## src/rtl/fpu_ldst_pkg.sv

```systemverilog
package fpu_ldst_pkg;

  typedef enum logic [1:0] {CLS_NONE, CLS_REG0, CLS_PUSH, CLS_ILL} opClass_e;

  localparam int SIZE_W = 7;
  localparam logic [1:0] TAG_EMPTY = 2'b11;
  localparam logic [4:0] IDX_CW_LOAD  = 5'd20;
  localparam logic [4:0] IDX_CW_STORE = 5'd28;
  localparam logic [4:0] IDX_SW_STORE = 5'd30;
  localparam logic [15:0] CW_RESET = 16'h037F;
  localparam logic [15:0] RC_CHOP  = 16'h0C00;

  // strobes from the control FSM to the datapath, applied on the same edge
  typedef struct packed {
    logic       topDec;
    logic       topInc;
    logic       tagWr;
    logic [1:0] tagVal;
    logic       c1Wr;
    logic       c1Val;
    logic       cwLoad;
    logic       storeCw;
    logic       storeSw;
  } dpStrobe_t;

  function automatic opClass_e classOf(input logic [4:0] idx);
    opClass_e c;
    if (!idx[4]) begin
      if (idx[3:2] == 2'b00) c = CLS_PUSH;
      else if (idx == 5'd4)  c = CLS_ILL;
      else                   c = CLS_REG0;
    end else begin
      case (idx[3:0])
        4'd1, 4'd6, 4'd9:    c = CLS_ILL;
        4'd3, 4'd5, 4'd7:    c = CLS_PUSH;
        4'd11, 4'd13, 4'd15: c = CLS_REG0;
        default:             c = CLS_NONE;
      endcase
    end
    return c;
  endfunction

  function automatic logic [SIZE_W-1:0] sizeOf(input logic [4:0] idx, input logic wide);
    logic [SIZE_W-1:0] s;
    if (!idx[4]) begin
      if (idx == 5'd4) s = '0;
      else case (idx[1:0])
        2'd0, 2'd1: s = 7'd4;
        2'd2:       s = 7'd8;
        default:    s = 7'd2;
      endcase
    end else begin
      case (idx[2:0])
        3'd0:    s = wide ? 7'd28 : 7'd14;
        3'd1:    s = '0;
        3'd2:    s = wide ? 7'd108 : 7'd94;
        3'd3:    s = 7'd10;
        3'd4:    s = 7'd2;
        3'd5:    s = 7'd10;
        3'd6:    s = idx[3] ? 7'd2 : 7'd0;
        default: s = 7'd8;
      endcase
    end
    return s;
  endfunction

  function automatic logic popsOnStore(input logic [4:0] idx);
    if (!idx[4]) return (idx[3:2] == 2'b11) || (idx[3:2] == 2'b01 && idx[1:0] != 2'b00);
    return idx[3] && idx[0] && (idx[2:1] != 2'b00);
  endfunction

  function automatic logic isFloatLoad(input logic [4:0] idx);
    return (idx == 5'd0) || (idx == 5'd2);
  endfunction

  function automatic logic isTruncStore(input logic [4:0] idx);
    return (idx[4:2] == 3'b001) && (idx[1:0] != 2'b00);
  endfunction

endpackage

```

## src/rtl/fpu_ldst_ctl.sv

```systemverilog
module fpu_ldst_ctl
  import fpu_ldst_pkg::*;
#(
  parameter int LIMIT_W = 16
) (
  input  logic               clk,
  input  logic               rst_n,
  input  logic               opValid,
  input  logic [4:0]         opIndex,
  input  logic               protMode,
  input  logic               seg32,
  input  logic [LIMIT_W-1:0] accessLimit,
  input  logic               pushSlotEmpty,
  input  logic               cvtDone,
  input  logic               cvtOk,
  input  logic [1:0]         cvtTag,
  input  logic               cvtC1,
  output dpStrobe_t          stb,
  output logic               chopActive,
  output logic               busy,
  output logic               cvtStart,
  output logic [4:0]         cvtIndex,
  output logic               segFault,
  output logic               illegalOp,
  output logic               stackOverflow,
  output logic               opDone
);

  typedef enum logic {ST_IDLE, ST_WAIT} state_e;

  state_e     state, stateNxt;
  logic [4:0] curIdx;
  opClass_e   reqCls, curCls;
  logic       limitFault, startNow, doneNow, faultNow, illNow, ovfNow;

  assign reqCls     = classOf(opIndex);
  assign curCls     = classOf(curIdx);
  assign limitFault = protMode && (accessLimit < LIMIT_W'(sizeOf(opIndex, seg32)));

  always_comb begin
    stb      = '0;
    stateNxt = state;
    startNow = 1'b0;
    doneNow  = 1'b0;
    faultNow = 1'b0;
    illNow   = 1'b0;
    ovfNow   = 1'b0;
    if (state == ST_IDLE) begin
      if (opValid) begin
        if (limitFault) faultNow = 1'b1;
        else begin
          case (reqCls)
            CLS_ILL: illNow = 1'b1;
            CLS_PUSH: begin
              if (!pushSlotEmpty) ovfNow = 1'b1;
              else begin
                stb.topDec = 1'b1;
                stb.c1Wr   = 1'b1;
                startNow   = 1'b1;
              end
            end
            CLS_REG0: begin
              stb.c1Wr = 1'b1;
              startNow = 1'b1;
            end
            default: begin
              if (opIndex == IDX_CW_LOAD)       stb.cwLoad  = 1'b1;
              else if (opIndex == IDX_CW_STORE) stb.storeCw = 1'b1;
              else if (opIndex == IDX_SW_STORE) stb.storeSw = 1'b1;
              else                              startNow    = 1'b1;
            end
          endcase
        end
        doneNow = !startNow;
        if (startNow) stateNxt = ST_WAIT;
      end
    end else if (cvtDone) begin
      doneNow  = 1'b1;
      stateNxt = ST_IDLE;
      if (curCls == CLS_PUSH) begin
        if (isFloatLoad(curIdx) && !cvtOk) stb.topInc = 1'b1;
        else begin
          stb.tagWr  = 1'b1;
          stb.tagVal = cvtTag;
        end
      end
      if (popsOnStore(curIdx) && cvtOk) begin
        stb.tagWr  = 1'b1;
        stb.tagVal = TAG_EMPTY;
        stb.topInc = 1'b1;
      end
      if (curCls != CLS_NONE) begin
        stb.c1Wr  = 1'b1;
        stb.c1Val = cvtC1;
      end
    end
  end

  always_ff @(posedge clk) begin
    if (!rst_n) begin
      state         <= ST_IDLE;
      curIdx        <= '0;
      cvtStart      <= 1'b0;
      segFault      <= 1'b0;
      illegalOp     <= 1'b0;
      stackOverflow <= 1'b0;
      opDone        <= 1'b0;
    end else begin
      state         <= stateNxt;
      if (state == ST_IDLE && opValid) curIdx <= opIndex;
      cvtStart      <= startNow;
      segFault      <= faultNow;
      illegalOp     <= illNow;
      stackOverflow <= ovfNow;
      opDone        <= doneNow;
    end
  end

  assign busy       = (state == ST_WAIT);
  assign chopActive = busy && isTruncStore(curIdx);
  assign cvtIndex   = curIdx;

endmodule

```

## src/rtl/fpu_ldst_dp.sv

```systemverilog
module fpu_ldst_dp
  import fpu_ldst_pkg::*;
#(
  parameter int NREG          = 8,
  parameter bit FORCE_CW_BIT6 = 1'b0,
  localparam int PTR_W        = $clog2(NREG)
) (
  input  logic              clk,
  input  logic              rst_n,
  input  dpStrobe_t         stb,
  input  logic              chopActive,
  input  logic [15:0]       cwIn,
  input  logic [5:0]        excFlags,
  output logic              pushSlotEmpty,
  output logic [PTR_W-1:0]  topPtr,
  output logic [2*NREG-1:0] tagWord,
  output logic [15:0]       ctrlWord,
  output logic              c1Bit,
  output logic              errSummary,
  output logic              fpBusyBit,
  output logic              storeValid,
  output logic [15:0]       storeData
);

  logic [1:0]  tags [NREG];
  logic [15:0] cwReg, cwLoaded, statusWord;
  logic        unmasked;

  assign cwLoaded = FORCE_CW_BIT6 ? (cwIn | 16'h0040) : cwIn;
  assign unmasked = |(excFlags & ~cwLoaded[5:0]);
  assign pushSlotEmpty = (tags[PTR_W'(topPtr - 1'b1)] == TAG_EMPTY);
  assign ctrlWord = chopActive ? (cwReg | RC_CHOP) : cwReg;
  assign statusWord = {fpBusyBit, 1'b0, 3'(topPtr), 1'b0, c1Bit, 1'b0,
                       errSummary, 1'b0, excFlags};

  for (genvar g = 0; g < NREG; g++) begin : g_tag
    assign tagWord[2*g +: 2] = tags[g];
  end

  always_ff @(posedge clk) begin
    if (!rst_n) begin
      topPtr     <= '0;
      for (int i = 0; i < NREG; i++) tags[i] <= TAG_EMPTY;
      cwReg      <= CW_RESET;
      c1Bit      <= 1'b0;
      errSummary <= 1'b0;
      fpBusyBit  <= 1'b0;
      storeValid <= 1'b0;
      storeData  <= '0;
    end else begin
      storeValid <= stb.storeCw | stb.storeSw;
      if (stb.storeCw) storeData <= cwReg;
      else if (stb.storeSw) storeData <= statusWord;
      if (stb.tagWr) tags[topPtr] <= stb.tagVal;
      if (stb.topDec) topPtr <= topPtr - 1'b1;
      else if (stb.topInc) topPtr <= topPtr + 1'b1;
      if (stb.c1Wr) c1Bit <= stb.c1Val;
      if (stb.cwLoad) begin
        cwReg      <= cwLoaded;
        errSummary <= unmasked;
        fpBusyBit  <= unmasked;
      end
    end
  end

endmodule

```

## src/rtl/fpu_ldst_ctrl.sv

```systemverilog
module fpu_ldst_ctrl
  import fpu_ldst_pkg::*;
#(
  parameter int NREG          = 8,
  parameter int LIMIT_W       = 16,
  parameter bit FORCE_CW_BIT6 = 1'b0,
  localparam int PTR_W        = $clog2(NREG)
) (
  input  logic               clk,
  input  logic               rst_n,
  input  logic               opValid,
  input  logic [4:0]         opIndex,
  input  logic               protMode,
  input  logic               seg32,
  input  logic [LIMIT_W-1:0] accessLimit,
  input  logic [15:0]        cwIn,
  input  logic [5:0]         excFlags,
  input  logic               cvtDone,
  input  logic               cvtOk,
  input  logic [1:0]         cvtTag,
  input  logic               cvtC1,
  output logic               busy,
  output logic               cvtStart,
  output logic [4:0]         cvtIndex,
  output logic               segFault,
  output logic               illegalOp,
  output logic               stackOverflow,
  output logic               opDone,
  output logic               storeValid,
  output logic [15:0]        storeData,
  output logic [PTR_W-1:0]   topPtr,
  output logic [2*NREG-1:0]  tagWord,
  output logic [15:0]        ctrlWord,
  output logic               c1Bit,
  output logic               errSummary,
  output logic               fpBusyBit
);

  dpStrobe_t stb;
  logic      chopActive, pushSlotEmpty;

  fpu_ldst_ctl #(.LIMIT_W(LIMIT_W)) ctl_i (
    .clk, .rst_n, .opValid, .opIndex, .protMode, .seg32, .accessLimit,
    .pushSlotEmpty, .cvtDone, .cvtOk, .cvtTag, .cvtC1,
    .stb, .chopActive, .busy, .cvtStart, .cvtIndex,
    .segFault, .illegalOp, .stackOverflow, .opDone
  );

  fpu_ldst_dp #(.NREG(NREG), .FORCE_CW_BIT6(FORCE_CW_BIT6)) dp_i (
    .clk, .rst_n, .stb, .chopActive, .cwIn, .excFlags,
    .pushSlotEmpty, .topPtr, .tagWord, .ctrlWord, .c1Bit,
    .errSummary, .fpBusyBit, .storeValid, .storeData
  );

endmodule

```

## config.mk

```make
export PLATFORM = sky130hd
export DESIGN_NAME = fpu_ldst_ctrl
export DESIGN_NICKNAME = d
export VERILOG_FILES = /design/src/rtl/fpu_ldst_pkg.sv /design/src/rtl/fpu_ldst_ctl.sv /design/src/rtl/fpu_ldst_dp.sv /design/src/rtl/fpu_ldst_ctrl.sv
export SDC_FILE = /design/constraint.sdc
export NUM_CORES = 1
export LEC_CHECK = 0
export ABC_AREA = 1
export BUFFER_PORTS_ARGS = -buffer_cell sky130_fd_sc_hd__buf_2
export CAP_MARGIN = 20
export CORE_MARGIN = 8
export CORE_UTILIZATION = 30
export DETAILED_ROUTE_END_ITERATION = 10
export GPL_ROUTABILITY_DRIVEN = 0
export SYNTH_ARGS = -nofsm -noshare
export SYNTH_HDL_FRONTEND = slang
export SYNTH_SLANG_ARGS = --single-unit
```

## constraint.sdc

```tcl
create_clock -name clk -period 6.5 [get_ports clk]
set_input_delay 1.3 -clock clk [delete_from_list [all_inputs] [get_ports clk]]
set_output_delay 1.3 -clock clk [all_outputs]
set_load 0.01 [all_outputs]
```

==> results of run 1 <==
==> tightest hold or removal path, delay by kind of cell (launching register included) <==
family             cells  cell delay [ns]
and+or+nand+nor        1             0.06
AOI/OAI and AO/OA      1             0.05
DFF                    1             0.30
==> worst min path at each step <==
stage | from | to | slack, ns
detailed placement | dp_i.storeData[6] | dp_i.storeData[6] | 0.45
global route | dp_i.storeData[6] | dp_i.storeData[6] | 0.49
finish | dp_i.storeData[6] | dp_i.storeData[6] | 0.46
global placement | dp_i.storeData[8] | dp_i.storeData[8] | 0.45
CTS | dp_i.storeData[6] | dp_i.storeData[6] | 0.46
floorplan | dp_i.cwReg[10] | dp_i.storeData[10] | 0.44
==> final cells by class <==
class	count	area, µm²
well taps	147	184
clock buffers	13	250
clock inverters	3	15.0
flip-flops and latches	67	1500
inverters	70	265
fillers	1294	7490
repair buffers	117	586
multi-input cells	337	1670
==> placed cells by master, fill, tap and decap left out, types with 5 or more instances in the layout <==
cell type	synthesis	final
a21oi_1	17	17
buf_2	5	117
clkbuf_16	0	9
dfxtp_1	51	51
edfxtp_1	16	16
ha_1	11	11
inv_1	64	64
inv_2	5	5
nand2_1	116	116
nand3_1	65	65
nor2_1	55	55
nor3_1	8	8
o21ai_0	27	27
==> through the flow <==
stage / power [W] / worst slack (ns) / hold slack (ns)
global route: 0.00109 / 2.07 / 0.487
global placement: 0.000606 / 2.16 / 0.450
floorplan: 0.000556 / 3.18 / 0.440
detailed placement: 0.000610 / 2.08 / 0.455
CTS: 0.00105 / 2.42 / 0.464
finish: 0.00104 / 2.45 / 0.462
==> layer usage <==
layer,part of all wire,up-vias
li1,-,1808
met1,0.44,1651
met2,0.49,96
met3,0.068,11
met4,0.011,0
met5,0,-
==> cells by family after synthesis <==
group | count (synthesis)
compound gates | 60
xor+xnor | 2
flops | 67
buf+inv | 103
simple gates | 264
fa+ha+maj | 11
==> synthesized netlist by cell type (3+ instances only) <==
| master | n |
|---|---|
| dfxtp_1 | 51 |
| nor2_1 | 55 |
| buf_6 | 3 |
| o22ai_1 | 3 |
| nand2_1 | 116 |
| buf_2 | 5 |
| nand2_2 | 3 |
| clkbuf_1 | 4 |
| nand2_4 | 3 |
| a31oi_1 | 3 |
| nor4_1 | 3 |
| ha_1 | 11 |
| nand3_1 | 65 |
| buf_4 | 20 |
| o21ai_0 | 27 |
| inv_2 | 5 |
| inv_1 | 64 |
| a21oi_1 | 17 |
| nor3_1 | 8 |
| edfxtp_1 | 16 |
==> power by group through the flow <==
stage | sequential (W) | clock, W | combinational (W)
after floorplan | 0.000459 | 0 | 0.0000971
after global placement | 0.000461 | 0 | 0.000145
after detailed placement | 0.000461 | 0 | 0.000149
after CTS | 0.000453 | 0.000449 | 0.000150
after global routing | 0.000455 | 0.000467 | 0.000170
final | 0.000453 | 0.000438 | 0.000149
==> registers in the layout (all words and copies together), names as in the netlist, named ones only <==
| name | flops |
|---|---|
| dp_i.storeData | 16 |
| ctl_i.busy | 1 |
| dp_i.errSummary | 1 |
| ctl_i.stackOverflow | 1 |
| ctl_i.segFault | 1 |
| dp_i.topPtr | 3 |
| ctl_i.illegalOp | 1 |
| ctl_i.cvtStart | 1 |
| ctl_i.opDone | 1 |
| ctl_i.cvtIndex | 5 |
| dp_i.tags | 16 |
| dp_i.c1Bit | 1 |
| dp_i.storeValid | 1 |
| dp_i.cwReg | 16 |
==> flow_summary_export.csv, run 1 <==
group,metric,value,unit
outcome,status,"completed",
yosys,synth-main-ff-cell,"dfxtp_1",
routing,dr.pass1.iters,4,
global_route,grt-busiest-layer,"met2",
global_route,overflow,0,
clock_network,cts_resized,0,
floorplan,num_rows,40,
pwr,p_seq_frac,0.436,
routing,post_drt_wl_per_cell,14.3,µm
worst_hold_path,hold_depth,2,
critical_path,crit_path_end,"dp_i.storeData[7]",
global_route,grt_use_met3,0.0440,
clock_network,cts_setup_buffers,0,
global_route,grt_usage,0.136,
cells_and_area,layout.nets,666,
global_route,grt_pass1_vias,3715,
cells_and_area,antenna_cells,0,
yosys,synth_seq_area_share,0.410,
yosys,synth_edf_count,16,
critical_path,reg2reg_slack,4.01,ns
critical_path,crit_arrival,4.30,ns
yosys,synth-compound-area-share,0.0932,
yosys,synth_top_family_by_area,"simple AND/OR/NAND/NOR gates",
pwr,switchingPower,0.000280,W
timing,max_freq,0.247,GHz
clock_network,cts_tree,"done",
yosys,yosysWarnings,0,
clock_network,clock_latency,0.32,ns
critical_path,cp_common_cell,"inv_1",
pwr,cellPowerDensity,232,nW/µm²
clock_network,cts.sinks,67,
yosys,synth_async_sr_flop_share,0,
timing,post-route-period-util,0.622,
critical_path,crit_path_start,"opIndex[1]",
routing,wl,10800,µm
routing,num_vias,3566,
place,portBuffers,117,
critical_path,path_buf_inv,6,
routing,post-route-drc-count,0,
cells_and_area,final_cells,754,
global_route,antenna_found_initial,0,
flow_run,max-cap-violations,0,
critical_path,crit_required,6.75,ns
timing,grt_setup_unrepaired,"false",
global_route,grt_pass1_wl,17900,µm
critical_path,end_kind,"flip-flop",
yosys,yosysUniqueCellTypes,38,
clock_network,clockRootBuffer,"clkbuf_16",
global_route,grtUsageMet1,0.152,
timing,layout_min_cycle_time,4.05,ns
floorplan,io_pins,119,
global_route,use_met2,0.244,
yosys,postSynthNetCount,571,
critical_path,start_kind,"primary input",
floorplan,core_area,12000,µm²
worst_hold_path,hp-class,"flip-flop to flip-flop",
pwr,power_frac_clock,0.421,
clock_network,clkTransAtPathRegs,0.06,ns
timing,setup_viol,0,
timing,maxSlewViolCount,0,
critical_path,slowest_delay,0.63,ns
cells_and_area,final_util,0.374,
floorplan,dieArea,16000,µm²
routing,viasPerCell,4.73,
routing,drtIter0Drc,160,
cells_and_area,syn_to_final_growth,22.0,%
critical_path,crit_type,"primary input to flip-flop",
timing,worst_pin_slew,0.849,ns
yosys,netlist_area,3660,µm²
critical_path,cp.depth,16,
global_route,grt_start_max_net_pins,45,
clock_network,clockBufferDepth,2,
floorplan,fp.dieW,127,µm
critical_path,regToRegEndpoint,"ctl_i.opDone",
critical_path,worst_path_dominant_cell_family,"simple AND/OR/NAND/NOR gates",
yosys,synth_top_area_share,0.279,
timing,finalHoldViolCount,0,
timing,fin_tns_setup,0,ns
critical_path,worstPathMaxFanout,13,
pwr,ir_drop,0.0000900,V
critical_path,critPathSlowestCell,"nor2_1",
timing,relSlewSlack,0.434,
floorplan,die_h,127,µm
place,dp.cells,738,
place,post_dp_cell_area,4210,µm²
pwr,leakage,2.16,nW
pwr,internal_power,0.000759,W
yosys,synthAdderAreaFrac,0.0376,
yosys,synth_simple_gate_area_frac,0.320,
clock_network,hold_buffers,0,
yosys,yosys.area.top_type,"dfxtp_1",
yosys,synth_area_leaders,"dfxtp_1 28%, edfxtp_1 13%, nand2_1 12%, nand3_1 8.9%, inv_1 6.6%",
yosys,synth_area_per_cell,7.23,µm²
yosys,ys_seq_elements,67,
critical_path,crit_chain,"buf_2 > inv_1 > nor2_1 > o311ai_0 > a22oi_1 > inv_1 > ha_1 > inv_1 > nor2_1 > inv_2 > nor2_2 > inv_1 > nor2_1 > a21boi_2 > nand2_1 > a21oi_1",
routing,ant_nets,0,
clock_network,h-tree-depth,3,
cells_and_area,drive_gt1_frac,0.249,
yosys,synth_xor_area_frac,0.00478,
clock_network,cts_made_buffers,9,
yosys,muxShareOfSynthArea,0,
critical_path,r2r-start,"dp_i.topPtr[0]",
yosys,synth_cells,507,
pwr,comb_power_share,0.143,
cells_and_area,final_area,4470,µm²
pwr,swShare,0.269,
critical_path,r2r_cells,11,
floorplan,initial_core_util,0.306,
place,hpwlAfterDp,8280,µm
timing,finClkSkew,0.00730,ns
Note: power is estimated with default switching activity, not from simulation.
==> run 2: changes to the inputs <==
Clock period 6.5 ns to 3.3 ns, I/O delays scaled along.
==> flow_summary_export.csv, run 2 (synthesis gave the netlist of run 1 again) <==
group,metric,value,unit
global_route,grt_pass1_wl,17800,µm
global_route,grtUsageMet1,0.151,
cells_and_area,top_regs,"dp_i.cwReg: 16 flops, dp_i.storeData: 16 flops, dp_i.tags: 16 flops",
critical_path,r2r-start,"ctl_i.cvtIndex[3]",
pwr,ir_drop,0.000178,V
timing,finClkSkew,0.00834,ns
place,pre_cts_ws,0.229,ns
pwr,p_total,0.00215,W
floorplan,die_h,127,µm
timing,fin_hold_ws,0.467,ns
clock_network,hold_buffers,0,
floorplan,io_pins,119,
timing,relSlewSlack,0.693,
timing,finalHoldViolCount,0,
critical_path,start_kind,"primary input",
clock_network,clock_latency,0.33,ns
floorplan,initial_core_util,0.306,
critical_path,crit_required,3.55,ns
cells_and_area,final_cell_mix,"117 x buf_2, 116 x nand2_1, 65 x nand3_1",
flow_run,max-cap-violations,0,
clock_network,cts.sinks,67,
floorplan,core_area,12000,µm²
global_route,grt_use_met3,0.0515,
cells_and_area,syn_to_final_growth,24.7,%
global_route,overflow,0,
routing,post-route-drc-count,0,
global_route,grt_start_max_net_pins,44,
timing,layout_min_cycle_time,2.77,ns
timing,max_freq,0.361,GHz
clock_network,clkTransAtPathRegs,0.05,ns
worst_hold_path,hp-class,"flip-flop to flip-flop",
clock_network,h-tree-depth,3,
routing,ant_nets,0,
global_route,grt-busiest-layer,"met2",
cells_and_area,antenna_cells,0,
critical_path,crit_arrival,3.03,ns
cells_and_area,mostFrequentLayoutCell,"buf_2",
pwr,cellPowerDensity,471,nW/µm²
clock_network,cts_tree,"done",
cells_and_area,final_area,4570,µm²
floorplan,fp.dieW,127,µm
timing,setup_viol,0,
timing,grt_setup_unrepaired,"false",
timing,setup_slack,0.527,ns
place,hpwlAfterDp,8380,µm
routing,drtIter0Drc,188,
critical_path,end_kind,"flip-flop",
timing,fin_tns_setup,0,ns
global_route,antenna_found_initial,1,
place,portBuffers,117,
place,post_dp_cell_area,4260,µm²
timing,maxSlewViolCount,0,
global_route,use_met2,0.240,
cells_and_area,drive_gt1_frac,0.259,
global_route,grt_pass1_vias,3688,
clock_network,clockBufferDepth,2,
routing,dr.pass1.iters,4,
critical_path,worstPathMaxFanout,6,
routing,post_drt_wl_per_cell,14.1,µm
critical_path,crit_type,"primary input to flip-flop",
clock_network,cts_resized,0,
cells_and_area,layout.nets,673,
clock_network,clockRootBuffer,"clkbuf_16",
global_route,grt_usage,0.137,
routing,wl,10800,µm
outcome,status,"completed",
timing,worst_pin_slew,0.460,ns
pwr,leakage,2.22,nW
timing,post-route-period-util,0.840,
worst_hold_path,min_from,"dp_i.storeData[6]",
routing,viasPerCell,4.67,
clock_network,cts_setup_buffers,0,
critical_path,crit_path_start,"opIndex[1]",
floorplan,num_rows,40,
clock_network,cts_made_buffers,9,
floorplan,dieArea,16000,µm²
routing,num_vias,3553,
-- run 2: cell type report --
type / count / area (µm²)
clock buffers: 14 / 297
clock inverters: 2 / 13.8
fillers: 1253 / 7390
inverters: 70 / 265
multi-input cells: 337 / 1670
flip-flops and latches: 67 / 1500
well taps: 147 / 184
repair buffers: 124 / 638
-- run 2: per-layer routing --
metal / part of all wire / vias up
li1: - / 1825
met3: 0.071 / 15
met1: 0.42 / 1612
met2: 0.50 / 99
met5: 0.0013 / -
met4: 0.012 / 2
-- run 2: critical path: stages --
cell and delay (ns):
buf_2 0.15, inv_1 0.15, nor2_1 0.07, o311ai_0 0.32
a22oi_1 0.20, inv_1 0.12, ha_1 0.19, inv_1 0.05
nor2_1 0.12, inv_2 0.06, nor2_2 0.14, inv_1 0.08
nor2_1 0.13, a21boi_2 0.34, nand2_1 0.09, a21oi_1 0.16
-- run 2: metrics by stage --
step,utilization,instances
floorplan,-,507
global placement,0.356,745
finish,0.382,761
global route,0.382,761
CTS,0.382,761
detailed placement,0.356,745
-- run 2: where the power goes --
part	switching (W)	internal (W)	leakage (nW)
Combinational	0.000191	0.000111	1.54
Clock	0.000342	0.000621	0.153
Sequential	0.0000237	0.000863	0.523
Total	0.000556	0.00159	2.22
-- run 2: final timing paths --
path                                          end  slack (ns)  depth (start not counted)
worst min register to register  dp_i.storeData[6]        0.47                          2
worst min-delay path            dp_i.storeData[6]        0.47                          2
worst max-delay path            dp_i.storeData[7]        0.53                         16
worst max register to register    dp_i.tags[7][1]        1.11                          8
==> run 3: changes to the inputs <==
Clock period 3.3 ns to 2.3 ns, I/O delays scaled along.
==> flow_summary_export.csv, run 3 (synthesis gave the netlist of run 1 again) <==
group,metric,value,unit
cells_and_area,fillers,1234,
routing,post-route-drc-count,0,
clock_network,clockRootBuffer,"clkbuf_16",
critical_path,crit_chain,"clkbuf_4 > buf_4 > nor3_4 > nand3_1 > ha_1 > inv_1 > o21ai_1 > a21oi_4 > nand2_8 > buf_12 > nand3_1 > nand3_1 > nand2_1 > inv_1",
global_route,overflow,0,
pwr,cellPowerDensity,597,nW/µm²
clock_network,clockBufferDepth,2,
cells_and_area,layout.nets,712,
critical_path,cp_common_cell,"nand3_1",
floorplan,core_area,12000,µm²
routing,dr.pass1.iters,4,
critical_path,end_kind,"flip-flop",
timing,max_freq,0.459,GHz
routing,post_drt_wl_per_cell,13.9,µm
clock_network,h-tree-depth,3,
cells_and_area,top_regs,"dp_i.cwReg: 16 flops, dp_i.storeData: 16 flops, dp_i.tags: 16 flops",
routing,num_vias,3701,
place,post_dp_cell_area,4660,µm²
global_route,grt_start_max_net_pins,44,
place,portBuffers,117,
timing,maxSlewViolCount,0,
cells_and_area,drive_gt1_frac,0.332,
critical_path,crit_type,"primary input to flip-flop",
cells_and_area,mostFrequentLayoutCell,"buf_2",
clock_network,clock_latency,0.33,ns
timing,layout_min_cycle_time,2.18,ns
floorplan,dieArea,16000,µm²
critical_path,start_kind,"primary input",
timing,worst_pin_slew,0.479,ns
timing,setup_slack,0.120,ns
timing,finClkSkew,0.00542,ns
cells_and_area,final_cell_mix,"114 x buf_2, 113 x nand2_1, 65 x nand3_1",
cells_and_area,final_area,5020,µm²
place,pre_cts_ws,-0.347,ns
critical_path,crit_required,2.53,ns
critical_path,worstPathMaxFanout,19,
global_route,grt_pass1_vias,3791,
routing,viasPerCell,4.63,
timing,grt_setup_unrepaired,"true",
clock_network,clkTransAtPathRegs,0.06,ns
pwr,leakage,2.42,nW
critical_path,critPathSlowestCell,"ha_1",
cells_and_area,syn_to_final_growth,37.0,%
timing,setup_viol,0,
flow_run,max-cap-violations,0,
floorplan,initial_core_util,0.306,
floorplan,num_rows,40,
global_route,grt_usage,0.141,
pwr,ir_drop,0.000453,V
clock_network,cts.sinks,67,
timing,finalHoldViolCount,0,
routing,drtIter0Drc,224,
timing,fin_tns_setup,0,ns
routing,ant_nets,0,
timing,post-route-period-util,0.948,
place,hpwlAfterDp,8570,µm
floorplan,fp.dieW,127,µm
outcome,status,"completed",
routing,wl,11100,µm
cells_and_area,antenna_cells,0,
timing,relSlewSlack,0.681,
critical_path,slowest_delay,0.30,ns
worst_hold_path,hp-class,"primary input to flip-flop",
clock_network,cts_tree,"done",
place,dp.cells,783,
critical_path,crit_arrival,2.41,ns
clock_network,cts_made_buffers,9,
floorplan,die_h,127,µm
global_route,grt_pass1_wl,18200,µm
floorplan,io_pins,119,
global_route,antenna_found_initial,0,
cells_and_area,final_cells,800,
==> run 3: metrics by stage <==
step,utilization,power (W),hold slack (ns)
after CTS,0.411,0.00303,0.321
after detailed placement,0.390,0.00180,0.459
after floorplan,-,0.00159,0.439
final,0.419,0.00300,0.341
after global routing,0.419,0.00316,0.347
after global placement,0.390,0.00178,0.452
==> run 3: path summary, 6_finish.rpt <==
kind              slack [ns]  cells past startpoint          startpoint            endpoint
setup / recovery        0.12                     14          opIndex[2]   dp_i.storeData[9]
hold / removal          0.34                      3             cwIn[8]       dp_i.cwReg[8]
setup reg to reg        0.27                      8   ctl_i.cvtIndex[3]     dp_i.tags[7][0]
hold reg to reg         0.46                      2  dp_i.storeData[10]  dp_i.storeData[10]
==> run 3: repair_timing <==
action                     CTS  global route
setup buffers                0             1
hold buffers                 0             0
setup endpoints to repair    0            42
resized for setup            0            28
==> run 3: critical path, delay by kind of cell <==
| kind | cells | cell delay [ns] |
|---|---|---|
| AO/OA/AOI/OAI | 2 | 0.37 |
| adder cells (fa/ha/maj) | 1 | 0.30 |
| buffers and inverters | 5 | 0.62 |
| AND/OR/NAND/NOR | 6 | 0.66 |
==> run 3: per-layer routing <==
| layer | GRT usage | wire, µm |
|---|---|---|
| met1 | 0.158 | 4920 |
| met4 | 0.0439 | 145 |
| met3 | 0.0465 | 702 |
| met5 | 0 | 0 |
| met2 | 0.246 | 5370 |
==> run 3: cell type report <==
class	count	area, µm²	share of cell area
Multi-Input combinational cell	337	1820	0.362
Sequential cell	67	1500	0.299
Timing Repair Buffer	163	980	0.195
Inverter	70	280	0.0559
Clock buffer	12	236	0.0471
Tap cell	147	184	0.0367
Clock inverter	4	18.8	0.00374
==> run 3: where the power goes <==
group / internal [W] / leakage, nW / switching [W]
Combinational: 0.000212 / 1.77 / 0.000308
Clock: 0.000720 / 0.128 / 0.000489
Sequential: 0.00124 / 0.523 / 0.0000287
Total: 0.00217 / 2.42 / 0.000826
